## config.mk

```make
export PLATFORM = sky130hd
export DESIGN_NAME = irq_gather_ctrl
export DESIGN_NICKNAME = d
export VERILOG_FILES = /design/src/rtl/irq_gather_pkg.sv /design/src/rtl/irq_bus_decode.sv /design/src/rtl/irq_enable_bank.sv /design/src/rtl/irq_flag_bank.sv /design/src/rtl/irq_route_out.sv /design/src/rtl/irq_gather_ctrl.sv
export SDC_FILE = /design/constraint.sdc
export NUM_CORES = 1
export LEC_CHECK = 0
export BUFFER_PORTS_ARGS = -buffer_cell sky130_fd_sc_hd__buf_2
export CORE_ASPECT_RATIO = 1.4
export CORE_MARGIN = 4
export CORE_UTILIZATION = 54
export CTS_CLUSTER_DIAMETER = 100
export DETAILED_ROUTE_END_ITERATION = 7
export PLACE_DENSITY = 0.92
export SLEW_MARGIN = 10
export SYNTH_ARGS = -nofsm -noshare
export SYNTH_HDL_FRONTEND = slang
export SYNTH_SLANG_ARGS = --single-unit
```

## constraint.sdc

```tcl
create_clock -name clk -period 2.4 [get_ports clk]
set_input_delay 0.12 -clock clk [delete_from_list [all_inputs] [get_ports clk]]
set_output_delay 0.12 -clock clk [all_outputs]
set_load 0.01 [all_outputs]
```

## src/rtl/irq_gather_pkg.sv

```systemverilog
package irq_gather_pkg;

    localparam int WORD_W         = 32;
    localparam int LANES          = WORD_W / 8;
    localparam int ROUTE_W        = 8;

    // Byte offsets of the register regions
    localparam logic [11:0] OFS_CLR_BASE = 12'h040;
    localparam logic [11:0] OFS_EN_BASE  = 12'h050;
    localparam logic [11:0] OFS_ST_BASE  = 12'h058;
    localparam logic [11:0] OFS_ROUTE    = 12'h3A4;

    typedef enum logic [2:0] {
        REG_NONE,
        REG_CLR,
        REG_EN,
        REG_ST,
        REG_ROUTE
    } reg_kind_e;

    typedef struct packed {
        reg_kind_e   kind;
        logic [3:0]  word;
    } reg_hit_t;

    // Expand lane enables into a bit mask
    function automatic logic [WORD_W-1:0] lane_mask(input logic [LANES-1:0] be);
        logic [WORD_W-1:0] m;
        for (int b = 0; b < LANES; b++) begin
            m[8*b +: 8] = {8{be[b]}};
        end
        return m;
    endfunction

endpackage

```

## src/rtl/irq_bus_decode.sv

```systemverilog
module irq_bus_decode
    import irq_gather_pkg::*;
#(
    parameter int ADDR_W    = 12,
    parameter int NUM_WORDS = 2
) (
    input  logic [ADDR_W-1:0] addr,
    output reg_hit_t          hit
);
    localparam int WA_W = ADDR_W - 2;

    localparam logic [WA_W-1:0] WA_CLR   = WA_W'(OFS_CLR_BASE >> 2);
    localparam logic [WA_W-1:0] WA_EN    = WA_W'(OFS_EN_BASE >> 2);
    localparam logic [WA_W-1:0] WA_ST    = WA_W'(OFS_ST_BASE >> 2);
    localparam logic [WA_W-1:0] WA_ROUTE = WA_W'(OFS_ROUTE >> 2);

    logic [WA_W-1:0] waddr;
    assign waddr = addr[ADDR_W-1:2];

    always_comb begin
        hit.kind = REG_NONE;
        hit.word = '0;
        for (int w = 0; w < NUM_WORDS; w++) begin
            if (waddr == WA_CLR + WA_W'(w)) begin
                hit.kind = REG_CLR;
                hit.word = 4'(w);
            end
            if (waddr == WA_EN + WA_W'(w)) begin
                hit.kind = REG_EN;
                hit.word = 4'(w);
            end
            if (waddr == WA_ST + WA_W'(w)) begin
                hit.kind = REG_ST;
                hit.word = 4'(w);
            end
        end
        if (waddr == WA_ROUTE) begin
            hit.kind = REG_ROUTE;
            hit.word = '0;
        end
    end

endmodule

```

## src/rtl/irq_enable_bank.sv

```systemverilog
module irq_enable_bank
    import irq_gather_pkg::*;
#(
    parameter int NUM_WORDS = 2
) (
    input  logic                          clk,
    input  logic                          rst,
    input  logic                          wr_stb,
    input  logic [3:0]                    word_idx,
    input  logic [LANES-1:0]              be,
    input  logic [WORD_W-1:0]             wdata,
    output logic [NUM_WORDS*WORD_W-1:0]   en_vec
);
    for (genvar w = 0; w < NUM_WORDS; w++) begin : g_word
        for (genvar b = 0; b < LANES; b++) begin : g_lane
            always_ff @(posedge clk) begin
                if (rst) begin
                    en_vec[w*WORD_W + 8*b +: 8] <= '0;
                end else if (wr_stb && word_idx == 4'(w) && be[b]) begin
                    en_vec[w*WORD_W + 8*b +: 8] <= wdata[8*b +: 8];
                end
            end
        end
    end

endmodule

```

## src/rtl/irq_flag_bank.sv

```systemverilog
module irq_flag_bank
    import irq_gather_pkg::*;
#(
    parameter int NUM_WORDS = 2
) (
    input  logic                          clk,
    input  logic                          rst,
    input  logic [NUM_WORDS*WORD_W-1:0]   src,
    input  logic                          clr_stb,
    input  logic [3:0]                    word_idx,
    input  logic [LANES-1:0]              be,
    input  logic [WORD_W-1:0]             wdata,
    output logic [NUM_WORDS*WORD_W-1:0]   flag_vec
);
    logic [NUM_WORDS*WORD_W-1:0] clr_vec;

    for (genvar w = 0; w < NUM_WORDS; w++) begin : g_clr
        assign clr_vec[w*WORD_W +: WORD_W] =
            (clr_stb && word_idx == 4'(w)) ? (wdata & lane_mask(be)) : '0;
    end

    // A held level beats a clear in the same cycle
    always_ff @(posedge clk) begin
        if (rst) begin
            flag_vec <= '0;
        end else begin
            flag_vec <= (flag_vec & ~clr_vec) | src;
        end
    end

endmodule

```

## src/rtl/irq_route_out.sv

```systemverilog
module irq_route_out
    import irq_gather_pkg::*;
#(
    parameter int NUM_CH = 4
) (
    input  logic               clk,
    input  logic               rst,
    input  logic               wr_stb,
    input  logic [7:0]         wdata_byte,
    input  logic               pending,
    output logic [ROUTE_W-1:0] route_val,
    output logic [NUM_CH-1:0]  irq_out
);
    always_ff @(posedge clk) begin
        if (rst) begin
            route_val <= '0;
        end else if (wr_stb) begin
            route_val <= wdata_byte;
        end
    end

    for (genvar c = 0; c < NUM_CH; c++) begin : g_ch
        assign irq_out[c] = pending && (route_val == ROUTE_W'(c));
    end

endmodule

```

## src/rtl/irq_gather_ctrl.sv

```systemverilog
module irq_gather_ctrl
    import irq_gather_pkg::*;
#(
    parameter int NUM_SRC = 64,
    parameter int NUM_CH  = 4,
    parameter int ADDR_W  = 12
) (
    input  logic               clk,
    input  logic               rst,
    input  logic [NUM_SRC-1:0] irq_src,
    input  logic               bus_sel,
    input  logic               bus_wr,
    input  logic [ADDR_W-1:0]  bus_addr,
    input  logic [3:0]         bus_be,
    input  logic [31:0]        bus_wdata,
    output logic [31:0]        bus_rdata,
    output logic [NUM_CH-1:0]  irq_out
);
    localparam int NUM_WORDS = NUM_SRC / WORD_W;

    reg_hit_t                    hit;
    logic                        wr_stb;
    logic                        clr_wr;
    logic                        en_wr;
    logic                        route_wr;
    logic [NUM_SRC-1:0]          flag_vec;
    logic [NUM_SRC-1:0]          en_vec;
    logic [NUM_SRC-1:0]          status_vec;
    logic [ROUTE_W-1:0]          route_val;

    irq_bus_decode #(.ADDR_W(ADDR_W), .NUM_WORDS(NUM_WORDS)) u_dec (
        .addr (bus_addr),
        .hit  (hit)
    );

    assign wr_stb   = bus_sel && bus_wr;
    assign clr_wr   = wr_stb && (hit.kind == REG_CLR);
    assign en_wr    = wr_stb && (hit.kind == REG_EN);
    assign route_wr = wr_stb && (hit.kind == REG_ROUTE) && bus_be[0];

    irq_enable_bank #(.NUM_WORDS(NUM_WORDS)) u_en (
        .clk      (clk),
        .rst      (rst),
        .wr_stb   (en_wr),
        .word_idx (hit.word),
        .be       (bus_be),
        .wdata    (bus_wdata),
        .en_vec   (en_vec)
    );

    irq_flag_bank #(.NUM_WORDS(NUM_WORDS)) u_flag (
        .clk      (clk),
        .rst      (rst),
        .src      (irq_src),
        .clr_stb  (clr_wr),
        .word_idx (hit.word),
        .be       (bus_be),
        .wdata    (bus_wdata),
        .flag_vec (flag_vec)
    );

    assign status_vec = flag_vec & en_vec;

    irq_route_out #(.NUM_CH(NUM_CH)) u_route (
        .clk        (clk),
        .rst        (rst),
        .wr_stb     (route_wr),
        .wdata_byte (bus_wdata[7:0]),
        .pending    (|status_vec),
        .route_val  (route_val),
        .irq_out    (irq_out)
    );

    // Combinational read mux; unmapped and clear offsets read as zero
    always_comb begin
        bus_rdata = '0;
        if (bus_sel && !bus_wr) begin
            unique case (hit.kind)
                REG_EN:    bus_rdata = en_vec[int'(hit.word)*WORD_W +: WORD_W];
                REG_ST:    bus_rdata = status_vec[int'(hit.word)*WORD_W +: WORD_W];
                REG_ROUTE: bus_rdata = {{(WORD_W-ROUTE_W){1'b0}}, route_val};
                default:   bus_rdata = '0;
            endcase
        end
    end

endmodule

```

Word-level counts from Yosys, hierarchy flattened --
Cells that the tools add are included.
Storage, ports and cells: RAM bits 0, ROM bits 0, bits in registers 136, latch bits 0, output and inout bits 36, memories kept 0
Operators by class: bitwise gates (word level) 5, div/mod/pow operators 0, muxes and demuxes 11, multipliers 0, add/subtract/negate cells 0, reductions and logical operators 26, eq/ne operators 15, shifts and indexed selects 2, $lt $le $gt $ge 0
Operators with widths (number):
- $and A64 B64 Y64 | 2
- $shiftx A64 B10 Y32 | 2
- $mux W32 | 3
- $pmux W32 S3 | 1
- $not A64 Y64 | 1
- $or A64 B64 Y64 | 1
- $reduce_or A64 Y1 | 1
- $eq A10 B5 Y1 const B | 6
- $and A32 B32 Y32 | 1
- $mux W6 | 5
- $logic_and A1 B1 Y1 | 22
- $eq A8 B2 Y1 const B | 2
- $eq A10 B8 Y1 const B | 1
- $eq A8 B1 Y1 const B | 1
- $logic_not A8 Y1 | 1
- $mux W7 | 1
- $eq A3 B2 Y1 const B | 2
- $mux W5 | 1
- $eq A4 B1 Y1 const B | 1
- $logic_not A4 Y1 | 1
- $eq A3 B1 Y1 const B | 1
- $eq A3 B3 Y1 const B | 1
- $logic_not A1 Y1 | 1

Longest topological paths before layout --
depth in word-level cells 15, mapped depth 7, mapped depth without buffers 5

Modules after synthesis --
From an unflattened synthesis, not the netlist that was laid out.
Second synthesis, totals: cells, all modules 756, area, all modules 7144.4 µm²
By module, submodules not included:
- irq_flag_bank | cells each 282, instances 1, sequential area each 1281.2 µm², area each 2758.9 µm²
- irq_enable_bank | cells each 255, instances 1, sequential area each 1281.2 µm², area each 2705.1 µm²
- irq_gather_ctrl | cells each 170, instances 1, sequential area each 0.0 µm², area each 1232.4 µm²
- irq_route_out | cells each 34, instances 1, sequential area each 160.2 µm², area each 334.1 µm²
- irq_bus_decode | cells each 15, instances 1, sequential area each 0.0 µm², area each 113.9 µm²

Worst setup path before layout --
OpenSTA, ideal clock, no wires.
path type reg2out, start point reg u_flag.flag_vec[31], end point out irq_out[3], arrival 1.647 ns, data required time 2.280 ns, slack 0.633 ns, stages on the path, launching flop included 6, path through dfxtp_1 a22oi_1 nand2_1 or3_1 or4_4 and4_1
On the way: longest elaborated chain between the ends 3
Ends and longest elaborated chain:
- start: declaration | RTL line irq_flag_bank.sv:13 | output logic [NUM_WORDS*WORD_W-1:0] flag_vec
- start signal: assignment | RTL line irq_flag_bank.sv:27 | flag_vec <= (flag_vec & ~clr_vec) | src;
- $and A64 B64 Y64 | RTL line irq_gather_ctrl.sv:62 | assign status_vec = flag_vec & en_vec;
- $reduce_or A64 Y1 | RTL line irq_gather_ctrl.sv:69 | .pending (|status_vec),
- $logic_and A1 B1 Y1 | RTL line irq_route_out.sv:23 | assign irq_out[c] = pending && (route_val == ROUTE_W'(c));
- end: declaration | RTL line irq_gather_ctrl.sv:17 | output logic [NUM_CH-1:0] irq_out
Every way passes these cells.

Worst setup path after layout --
start point reg u_en.en_vec[54], end point out irq_out[3]
On the way: longest elaborated chain between the ends 3
Ends and longest elaborated chain:
- start: declaration | RTL line irq_enable_bank.sv:12 | output logic [NUM_WORDS*WORD_W-1:0] en_vec
- start signal: indexed assignment | RTL line irq_enable_bank.sv:20 | en_vec[w*WORD_W + 8*b +: 8] <= wdata[8*b +: 8];
- $and A64 B64 Y64 | RTL line irq_gather_ctrl.sv:62
- $reduce_or A64 Y1 | RTL line irq_gather_ctrl.sv:69
- $logic_and A1 B1 Y1 | RTL line irq_route_out.sv:23
Every way passes these cells.

==> results_dict.tcl <==
set metrics [dict create \
    cp.arrival_ns 2.44 \
    antenna_found_initial 3 \
    crit_type "reg -> out" \
    wirelength_mm 27.6 \
    netlist_area_um2 6600 \
    cp_num_buf_inv 1 \
    violations "setup timing" \
    ys_top_cells_by_area "dfxtp_1 41%, nand2_1 11%, a311oi_1 8.5%" \
    start_kind "register" \
    wl_per_cell_um 22.4 \
    setup_violations 4 \
    hold_path.class "in -> reg" \
    cts_tree "built" \
    placeableCoreArea_um2 11900 \
    fmax_ghz 0.391 \
    drive_above_1_share_pct 22.3 \
    worst-slew-pin-transition_ns 0.660 \
    yosysMostFrequentCell "nand2_1" \
    critical_path.slowest_cell "or4_4" \
    initial_core_util_pct 55.6 \
    ioPinCount 152 \
    synth_edf_count 0 \
    die_area_um2 14100 \
    post-place-cells 1093 \
    final_util_pct 77.8 \
    cts.sinks 136 \
    synth.distinct_cells 36 \
    grt_pass1_wl_mm 42.8 \
    cap_violations 0 \
    fin_cells 1233 \
    synthDominantCellAreaShare_pct 41.3 \
    worstSkewPairLatency_ns 0.43 \
    reg2reg_slack_ns 0.88 \
    drtAntennaViolNets 0 \
    max_slew_margin_pct 55.9 \
    fill_cells 692 \
    status "finished, violations left" \
    gp_congestion 0.955 \
    vias 8233 \
    ir_drop_mv 0.455 \
    grt_max_degree 85 \
    slowest_delay_ns 0.59 \
    required_ns 2.28 \
    cts-root-buf "clkbuf_16" \
    cts_buffers 17 \
    via_per_inst 6.68 \
    layout_min_cycle_time_ns 2.56 \
    clkTransAtPathRegs_ns 0.06 \
    fin_crit_sh_pct 107 \
    synthArstFlopShare_pct 0 \
    crit_path_end_kind "output pin" \
    ys_ff_latch 136 \
    route.detailed.drc 0 \
    yosys_most_used_dff "dfxtp_1" \
    netlist_instances 829 \
    worstPathMaxFanout 4 \
    rows 47 \
    power.leakage_nw 3.95 \
    hpwlAfterDp_mm 15.7 \
    critical_path.cell_chain "a22o_1 -> a221oi_2 -> nand4_1 -> or4_4 -> and4_1 -> buf_2" \
    synth_nets 945 \
    rsz0062_at_grt "true" \
    hold_viol_final 0 \
    synth.avg_cell_area_um2 7.96 \
    cp_top_family "simple AND/OR/NAND/NOR gates" \
    yosysSeqAreaShare_pct 41.3 \
    finalClockSkew_ns 0 \
    grt_usage_pct 38.7 \
    grt-ovfl-total 0 \
    postLayoutCellArea_um2 9240 \
    placed_area_um2 7460 \
    syn_to_final_growth_pct 40.0 \
    ys_warn_count 0 \
    yosysTopAreaCell "dfxtp_1" \
    first_global_vias 8096 \
    die_x_um 101 \
    p_per_area_nw_per_um2 619 \
    slew_violations 0 \
    cts.path.max_buffers 2 \
    initialDrtViolationCount 1574 \
    synth_common_cells "191 x nand2_1, 136 x dfxtp_1, 82 x nor2_1" \
    die_y_um 139 \
    setup_slack_ns -0.159 \
    port_buffers 149 \
    htree_levels 4 \
    drt_first_pass_iters 8 \
    layout.nets 1187 \
]
metrics by stage:
stage / hold slack (ns) / setup slack [ns] / TNS, ns / power (mW)
floorplan: 0.229 / 0.633 / 0 / 2.61
global placement: 0.370 / 0.362 / 0 / 2.81
detailed placement: 0.369 / 0.311 / 0 / 2.82
CTS: 0.00175 / -0.0318 / -0.0621 / 5.60
global route: 0.0420 / -0.198 / -0.728 / 5.83
finish: 0.0144 / -0.159 / -0.568 / 5.72
final cells by class:
class                   count  area, µm²  area share (%)
multi-input cells         580       3500            37.9
repair buffers            271       1970            21.3
well taps                 147        184            1.99
flip-flops and latches    136       2730            29.6
inverters                  65        244            2.64
clock buffers              19        453            4.90
diodes                      3       7.51          0.0813
clock inverters            12        150            1.63
placed cells by master, fill, tap and decap left out, drive strengths merged, types with 16 or more instances in the layout:
| cell type | synthesis | layout |
|---|---|---|
| dfxtp | 136 | 136 |
| clkbuf | 26 | 19 |
| mux2i | 40 | 40 |
| buf | 22 | 169 |
| inv | 65 | 66 |
| dlygate4sd3 | 0 | 102 |
| a311oi | 64 | 64 |
| a221oi | 36 | 36 |
| a22oi | 16 | 16 |
| a21oi | 80 | 80 |
| nand2 | 191 | 191 |
| nor2 | 83 | 83 |
timing repair:
item,in CTS,in global routing
pin swaps,5,4
gates resized for setup,18,7
hold endpoints to repair,116,0
setup endpoints to repair,4,4
hold buffers,102,0
setup buffers,3,1
state kept, by name, summed over array words and instances, names as in the netlist:
name	flops
u_route.route_val	8
u_en.en_vec	64
u_flag.flag_vec	64
tightest hold or removal path, cell delays in order:
cell and delay (ns):
buf_2 0.15, nand2_1 0.08, a21oi_1 0.06
kinds of logic after synthesis:
group / count (synthesis) / synth area share [%]
buffers and inverters: 113 / 7.32
DFF: 136 / 41.3
and+or+nand+nor: 332 / 22.0
muxes: 40 / 6.07
AOI/OAI and AO/OA: 208 / 23.3
routing by layer:
layer,vias to the layer above,track usage [%],wire length [µm]
li1,3433,-,-
met1,3682,42.4,8700
met2,825,60.4,12700
met3,293,12.8,3470
met4,0,29.8,2720
met5,-,0.733,0
worst paths after layout:
check	depth (start not counted)	start	to
hold reg to reg	2	u_en.en_vec[23]$_SDFFE_PP0P_	u_en.en_vec[23]$_SDFFE_PP0P_
setup reg to reg	4	u_flag.flag_vec[54]$_SDFF_PP0_	u_flag.flag_vec[54]$_SDFF_PP0_
setup / recovery	6	u_en.en_vec[54]$_SDFFE_PP0P_	irq_out[3]
hold / removal	3	bus_wdata[6]	u_en.en_vec[6]$_SDFFE_PP0P_
power breakdown:
group	internal, mW	leakage, nW	switching, mW
clock network	1.68	0.291	1.05
logic	0.283	2.54	0.267
registers	2.34	1.12	0.0997
Note: power is estimated with default switching activity, not from simulation.
